--- src/rtl/dlyt_pkg.sv ---
`timescale 1ns/1ps
package dlyt_pkg;

    typedef enum logic [3:0] {
        S_IDLE,
        S_CAL_SET,
        S_CAL_WAIT,
        S_PH_SET,
        S_PH_REQ,
        S_PH_WAIT,
        S_PH_NEXT,
        S_FINAL_SET,
        S_FINISH
    } tuner_state_e;

    typedef enum logic [1:0] {
        ERR_NONE  = 2'd0,
        ERR_CAL   = 2'd1,
        ERR_NOWIN = 2'd2
    } tuner_err_e;

    // Index of the most significant set bit (0 when the value is 0).
    function automatic logic [4:0] top_bit(input logic [15:0] v);
        logic [4:0] idx;
        idx = '0;
        for (int i = 0; i < 16; i++) begin
            if (v[i]) idx = 5'(i);
        end
        return idx;
    endfunction

endpackage

--- src/rtl/dlyt_timeout.sv ---
`timescale 1ns/1ps
module dlyt_timeout #(
    parameter int TIMEOUT_CYC = 16
) (
    input  logic clk,
    input  logic rst_n,
    input  logic restart,
    input  logic run,
    output logic expired
);
    localparam int CW = $clog2(TIMEOUT_CYC + 1);
    localparam logic [CW-1:0] LAST = CW'(TIMEOUT_CYC - 1);

    logic [CW-1:0] cnt_q;

    always_ff @(posedge clk or negedge rst_n) begin
        if (!rst_n) begin
            cnt_q <= '0;
        end else if (restart) begin
            cnt_q <= '0;
        end else if (run && cnt_q != LAST) begin
            cnt_q <= cnt_q + 1'b1;
        end
    end

    assign expired = run && (cnt_q == LAST);
endmodule

--- src/rtl/dlyt_window.sv ---
`timescale 1ns/1ps
module dlyt_window #(
    parameter int PH_W  = 4,
    parameter int CNT_W = 4
) (
    input  logic             clk,
    input  logic             rst_n,
    input  logic             clear,
    input  logic             upd,
    input  logic             pass,
    input  logic [PH_W-1:0]  phase,
    output logic [CNT_W-1:0] best_len,
    output logic [PH_W-1:0]  centre
);
    logic [CNT_W-1:0] cur_q, best_q;
    logic [PH_W-1:0]  end_q;
    logic [CNT_W-1:0] cur_inc;

    assign cur_inc = cur_q + 1'b1;

    always_ff @(posedge clk or negedge rst_n) begin
        if (!rst_n) begin
            cur_q  <= '0;
            best_q <= '0;
            end_q  <= '0;
        end else if (clear) begin
            cur_q  <= '0;
            best_q <= '0;
            end_q  <= '0;
        end else if (upd) begin
            if (!pass) begin
                cur_q <= '0;
            end else begin
                cur_q <= cur_inc;
                if (cur_inc > best_q) begin
                    best_q <= cur_inc;
                    end_q  <= phase;
                end
            end
        end
    end

    logic [CNT_W-1:0] half;
    assign half     = best_q >> 1;
    assign best_len = best_q;
    assign centre   = end_q - PH_W'(half);
endmodule

--- src/rtl/dlyt_tuner.sv ---
`timescale 1ns/1ps
module dlyt_tuner #(
    parameter int UNIT_W      = 7,
    parameter int SEL_W       = 4,
    parameter int LEN_W       = 12,
    parameter int NB_DELAY    = 11,
    parameter int TIMEOUT_CYC = 16
) (
    input  logic              clk,
    input  logic              rst_n,
    input  logic              start_i,
    output logic [UNIT_W-1:0] dl_unit_o,
    output logic [SEL_W-1:0]  dl_sel_o,
    output logic              dl_delay_en_o,
    output logic              dl_sampler_en_o,
    output logic              dl_cfg_wr_o,
    input  logic              dl_len_valid_i,
    input  logic [LEN_W-1:0]  dl_len_i,
    output logic              chk_req_o,
    input  logic              chk_done_i,
    input  logic              chk_pass_i,
    output logic              busy_o,
    output logic              done_o,
    output logic              err_o,
    output logic [1:0]        err_code_o,
    output logic [UNIT_W-1:0] final_unit_o,
    output logic [SEL_W-1:0]  final_phase_o
);
    import dlyt_pkg::*;

    localparam logic [UNIT_W-1:0] UNIT_LAST = {UNIT_W{1'b1}};
    localparam logic [SEL_W-1:0]  SEL_CAL   = SEL_W'(NB_DELAY + 1);
    localparam logic [LEN_W-1:0]  LEN_LIMIT = LEN_W'(1 << NB_DELAY);
    localparam int                CNT_W     = $clog2(NB_DELAY + 1);

    tuner_state_e state_q, state_d;

    logic [UNIT_W-1:0] unit_q;
    logic [SEL_W-1:0]  phase_q, max_q;
    tuner_err_e        err_q;
    logic [UNIT_W-1:0] fin_unit_q;
    logic [SEL_W-1:0]  fin_phase_q;
    logic              locked_q;

    logic              tmo_expired;
    logic [CNT_W-1:0]  win_best;
    logic [SEL_W-1:0]  win_centre;
    logic              len_ok;
    logic              win_clear, win_upd;

    assign len_ok    = (dl_len_i != '0) && (dl_len_i < LEN_LIMIT);
    assign win_clear = (state_q == S_IDLE) && start_i;
    assign win_upd   = (state_q == S_PH_WAIT) && chk_done_i;

    dlyt_timeout #(.TIMEOUT_CYC(TIMEOUT_CYC)) u_tmo (
        .clk     (clk),
        .rst_n   (rst_n),
        .restart (state_q == S_CAL_SET),
        .run     (state_q == S_CAL_WAIT),
        .expired (tmo_expired)
    );

    dlyt_window #(.PH_W(SEL_W), .CNT_W(CNT_W)) u_win (
        .clk      (clk),
        .rst_n    (rst_n),
        .clear    (win_clear),
        .upd      (win_upd),
        .pass     (chk_pass_i),
        .phase    (phase_q),
        .best_len (win_best),
        .centre   (win_centre)
    );

    // Next-state logic
    always_comb begin
        state_d = state_q;
        unique case (state_q)
            S_IDLE:      if (start_i) state_d = S_CAL_SET;
            S_CAL_SET:   state_d = S_CAL_WAIT;
            S_CAL_WAIT: begin
                if (dl_len_valid_i && len_ok) begin
                    state_d = S_PH_SET;
                end else if (dl_len_valid_i || tmo_expired) begin
                    state_d = (unit_q == UNIT_LAST) ? S_FINISH : S_CAL_SET;
                end
            end
            S_PH_SET:    state_d = S_PH_REQ;
            S_PH_REQ:    state_d = S_PH_WAIT;
            S_PH_WAIT:   if (chk_done_i) state_d = S_PH_NEXT;
            S_PH_NEXT: begin
                if (phase_q != max_q)   state_d = S_PH_SET;
                else if (win_best == '0) state_d = S_FINISH;
                else                     state_d = S_FINAL_SET;
            end
            S_FINAL_SET: state_d = S_FINISH;
            S_FINISH:    state_d = S_IDLE;
            default:     state_d = S_IDLE;
        endcase
    end

    // State and datapath registers
    always_ff @(posedge clk or negedge rst_n) begin
        if (!rst_n) begin
            state_q     <= S_IDLE;
            unit_q      <= '0;
            phase_q     <= '0;
            max_q       <= '0;
            err_q       <= ERR_NONE;
            fin_unit_q  <= '0;
            fin_phase_q <= '0;
            locked_q    <= 1'b0;
        end else begin
            state_q <= state_d;
            unique case (state_q)
                S_IDLE: begin
                    if (start_i) begin
                        unit_q      <= '0;
                        phase_q     <= '0;
                        err_q       <= ERR_NONE;
                        fin_unit_q  <= '0;
                        fin_phase_q <= '0;
                        locked_q    <= 1'b0;
                    end
                end
                S_CAL_WAIT: begin
                    if (dl_len_valid_i && len_ok) begin
                        max_q   <= SEL_W'(top_bit(16'(dl_len_i)));
                        phase_q <= '0;
                    end else if (dl_len_valid_i || tmo_expired) begin
                        if (unit_q == UNIT_LAST) err_q  <= ERR_CAL;
                        else                     unit_q <= unit_q + 1'b1;
                    end
                end
                S_PH_NEXT: begin
                    if (phase_q != max_q)    phase_q <= phase_q + 1'b1;
                    else if (win_best == '0) err_q   <= ERR_NOWIN;
                    else                     phase_q <= win_centre;
                end
                S_FINAL_SET: begin
                    fin_unit_q  <= unit_q;
                    fin_phase_q <= phase_q;
                    locked_q    <= 1'b1;
                end
                default: ;
            endcase
        end
    end

    // Outputs
    always_comb begin
        dl_unit_o       = unit_q;
        dl_sel_o        = phase_q;
        dl_sampler_en_o = 1'b0;
        dl_cfg_wr_o     = 1'b0;
        chk_req_o       = 1'b0;
        done_o          = 1'b0;
        busy_o          = (state_q != S_IDLE);
        dl_delay_en_o   = (state_q != S_IDLE) || locked_q;
        unique case (state_q)
            S_CAL_SET: begin
                dl_sel_o        = SEL_CAL;
                dl_sampler_en_o = 1'b1;
                dl_cfg_wr_o     = 1'b1;
            end
            S_CAL_WAIT: begin
                dl_sel_o        = SEL_CAL;
                dl_sampler_en_o = 1'b1;
            end
            S_PH_SET, S_FINAL_SET: dl_cfg_wr_o = 1'b1;
            S_PH_REQ:              chk_req_o   = 1'b1;
            S_FINISH:              done_o      = 1'b1;
            default: ;
        endcase
        err_o         = done_o && (err_q != ERR_NONE);
        err_code_o    = err_q;
        final_unit_o  = fin_unit_q;
        final_phase_o = fin_phase_q;
    end
endmodule

--- config.mk ---
export PLATFORM = sky130hd
export DESIGN_NAME = dlyt_tuner
export DESIGN_NICKNAME = d
export VERILOG_FILES = /design/src/rtl/dlyt_pkg.sv /design/src/rtl/dlyt_timeout.sv /design/src/rtl/dlyt_window.sv /design/src/rtl/dlyt_tuner.sv
export SDC_FILE = /design/constraint.sdc
export NUM_CORES = 1
export LEC_CHECK = 0
export BUFFER_PORTS_ARGS = -buffer_cell sky130_fd_sc_hd__buf_2
export CAP_MARGIN = 20
export CORE_ASPECT_RATIO = 1.5
export CORE_MARGIN = 3
export CORE_UTILIZATION = 56
export DETAILED_ROUTE_END_ITERATION = 10
export GPL_TIMING_DRIVEN = 0
export PLACE_DENSITY = 0.83
export SETUP_SLACK_MARGIN = 0.2
export SYNTH_ARGS = -nofsm -noshare
export SYNTH_HDL_FRONTEND = slang
export SYNTH_SLANG_ARGS = --single-unit
--- constraint.sdc ---
create_clock -name clk -period 2.6 [get_ports clk]
set_clock_uncertainty 0.05 [all_clocks]
set_input_delay 0.13 -clock clk [delete_from_list [all_inputs] [get_ports clk]]
set_output_delay 0.13 -clock clk [all_outputs]
set_load 0.1 [all_outputs]
==> impl_metrics.py <==
metrics = {
    "status": {
        "outcome": "completed",
    },
    "route": {
        "drt-total-wl_um": 6780,
        "dr.pass1.iters": 5,
        "drtIter0Drc": 115,
        "ant_nets": 0,
        "drcViolationCount": 0,
        "avgRoutedWirePerCell_um": 16.1,
        "route.vias.total": 2471,
        "vias_per_cell": 5.86,
    },
    "synth": {
        "synth_area_leader_cell": "dfrtp_1",
        "synth_top_flop_cell": "dfrtp_1",
        "synth-xor-area-share": 0.0366,
        "netlist_area_sq_mm": 0.00287,
        "synth_simple_gate_area_share": 0.215,
        "ys_async_sr_fraction": 1.00,
        "synth_compound_area_frac": 0.171,
        "synth_area_leaders": "dfrtp_1 44%, ha_1 5.2%, a22o_1 3.4%",
        "ys_seq_area_frac": 0.435,
        "synth_top_family_by_area": "simple AND/OR/NAND/NOR gates",
        "yosys.area.top_type_share": 0.435,
        "synth_warnings": 0,
        "synthAdderAreaFrac": 0.0592,
        "syn_area_per_cell_sq_um": 9.84,
        "synth_fp_nets": 323,
        "yosys.cell_types.count": 54,
        "synth_edf_count": 0,
        "synth-seq-cells": 50,
        "synthMuxAreaShare": 0.0405,
        "syn_inst": 292,
    },
    "sta": {
        "final.setup.tns_ns": 0,
        "drv_slew": 0,
        "fmax_ghz": 0.421,
        "rsz0062_at_grt": "yes",
        "slew_headroom": 0.600,
        "final_hold_viol_count": 0,
        "setup_viol": 0,
        "min_period_over_period": 0.913,
        "worst_pin_slew_ns": 0.595,
        "min_period_ns": 2.37,
    },
    "finish": {
        "finalNetCount": 386,
        "ff_latch_area_sq_mm": 0.00125,
        "diodes": 0,
        "synthToLayoutAreaGrowth_pct": 20.7,
        "post-route-cell-area_sq_mm": 0.00347,
        "instances_no_fill": 422,
        "multi_input_area_sq_mm": 0.00156,
        "drive_gt1_frac": 0.267,
        "fill_cells": 380,
        "post-route-util": 0.710,
    },
    "pwr": {
        "ir_drop_uv": 572,
        "power.leakage_nw": 1.69,
        "power_density_mw_per_mm2": 1160,
    },
    "clock_tree": {
        "cts_root_buf": "clkbuf_8",
        "cts_tree": "built",
        "cts.path.max_buffers": 2,
        "cts_buffers": 5,
        "clkLatencyLatePin_ns": 0.31,
        "path_clk_slew_ns": 0.10,
        "cts_num_sinks": 50,
        "htreeDepth": 2,
    },
    "setup_path": {
        "end_kind": "output pin",
        "slowest_stage": "nor4_1",
        "crit_fanout": 10,
        "critPathTopFamily": "simple AND/OR/NAND/NOR gates",
        "cp_cell_sequence": "clkbuf_2, nor4_1, nor2_2, nand2_1, buf_2",
        "start_kind": "flip-flop",
        "crit_arrival_ns": 2.19,
        "max_stage_delay_ns": 0.49,
        "critPathBufInv": 2,
        "crit_required_ns": 2.42,
        "worstSetupPathType": "flip-flop to output pin",
    },
    "flow_run": {
        "drv_cap": 0,
    },
    "placed_design": {
        "portBuffers": 48,
        "gp_congestion": 0.866,
        "dpl.cell_count": 407,
        "place_area_sq_mm": 0.00324,
        "dp_hpwl_um": 5030,
    },
    "global_route": {
        "grt_max_degree": 51,
        "grt_usage": 0.238,
        "busiest_layer": "met2",
        "grt_pass1_vias": 2454,
        "use_met1": 0.274,
        "use_met3": 0.0419,
        "antenna_found_initial": 0,
        "grt_first_pass_wirelength_um": 11400,
        "use_met2": 0.433,
        "overflow": 0,
    },
    "floorplanning": {
        "initial_utilization": 0.588,
        "die_h_um": 93.7,
        "dieWidth_um": 64.5,
        "rows": 31,
        "ios": 49,
        "core_sq_mm": 0.00489,
        "die-area_sq_mm": 0.00605,
    },
    "hold_path": {
        "hp-class": "input port to flip-flop",
    },
}
==> worst paths after layout <==
path / startpoint / endpoint / slack [ns] / depth (start not counted)
max in group asynchronous: rst_n / dl_unit_o[1]$_DFFE_PN0P_ / 1.87 / 3
min in group asynchronous: rst_n / u_win.cur_q[2]$_DFFE_PN0P_ / 0.14 / 2
max reg2reg: u_win.cur_q[0]$_DFFE_PN0P_ / u_win.best_len[3]$_DFFE_PN0P_ / 0.34 / 7
min: dl_len_i[11] / max_q[1]$_DFFE_PN0P_ / 0.07 / 3
max: state_q[2]$_DFFE_PN0P_ / dl_sel_o[2] / 0.23 / 5
min reg2reg: locked_q$_DFFE_PN0P_ / locked_q$_DFFE_PN0P_ / 0.45 / 1
==> cells in the mapped netlist (5+ instances only) <==
library cell,count
a211oi_1,5
mux2i_1,6
inv_1,15
a21o_1,5
a22o_1,11
nor2_1,25
nor2b_1,7
nor4_1,7
o21a_1,5
nor3_1,7
nand2_1,25
ha_1,12
dfrtp_1,50
a21oi_1,10
nand3_1,11
mux2_2,5
o21ai_0,14
xor2_1,10
==> worst register-to-register path, stage by stage, from the launching register on <==
cell and delay (ns):
dfrtp_2 0.44, ha_4 0.25, ha_1 0.29, nor2b_1 0.14, o21a_1 0.17, o21a_1 0.19
o2111ai_4 0.26, mux2_2 0.37
==> final cells by class <==
| type | instances | area share |
|---|---|---|
| clock inverter | 3 | 0.0141 |
| clock buffer | 5 | 0.0198 |
| inverter | 15 | 0.0173 |
| multi-input combinational | 217 | 0.450 |
| tap | 66 | 0.0238 |
| buffer | 10 | 0.0195 |
| timing repair buffer | 56 | 0.0938 |
| sequential | 50 | 0.362 |
==> cells by family (layout without fill, tap and decap cells) <==
group                      Yosys count  in the layout
and+or+nand+nor                    113            113
AOI/OAI and AO/OA                   68             68
DFF                                 50             50
buffers and inverters               25             89
adders and majority gates           13             13
xor gates and xnor gates            12             12
muxes                               11             11
==> routing by layer <==
metal / up-vias / part of all wire
met4: 0 / 0.018
met1: 1233 / 0.40
met5: - / 0
met2: 49 / 0.55
met3: 12 / 0.032
li1: 1177 / -
==> through the flow <==
step                      power, mW  hold WS, ns  setup slack (ns)
after global routing           4.23       0.0804             0.175
after global placement         3.29        0.308           -0.0415
after floorplan                2.91       -0.216            -0.115
final                          4.01       0.0747             0.226
after CTS                      3.97       0.0113             0.213
after detailed placement       3.35        0.321           -0.0354
==> placed cells by master, fill, tap and decap left out, drive strengths merged, types with 10 or more instances in the layout <==
master  count
clkbuf     10
dfrtp      50
xor2       10
nand3      11
inv        15
nand2      25
nor2       26
a21oi      10
ha         12
o21ai      14
a22o       11
buf        59
==> report_power, final <==
group | internal (mW) | switching [mW] | total [mW]
clock network | 0.293 | 0.275 | 0.568
registers | 0.937 | 0.156 | 1.09
logic | 0.635 | 1.71 | 2.35
total | 1.87 | 2.14 | 4.01
==> what timing repair did <==
action	in CTS	in global routing
hold buffers	1	1
gates cloned	0	0
setup endpoints to repair	11	27
resized for setup	5	4
setup buffers	2	2
pin swaps	1	1
endpoints found under the hold margin	1	50
Note: power is estimated with default switching activity, not from simulation.
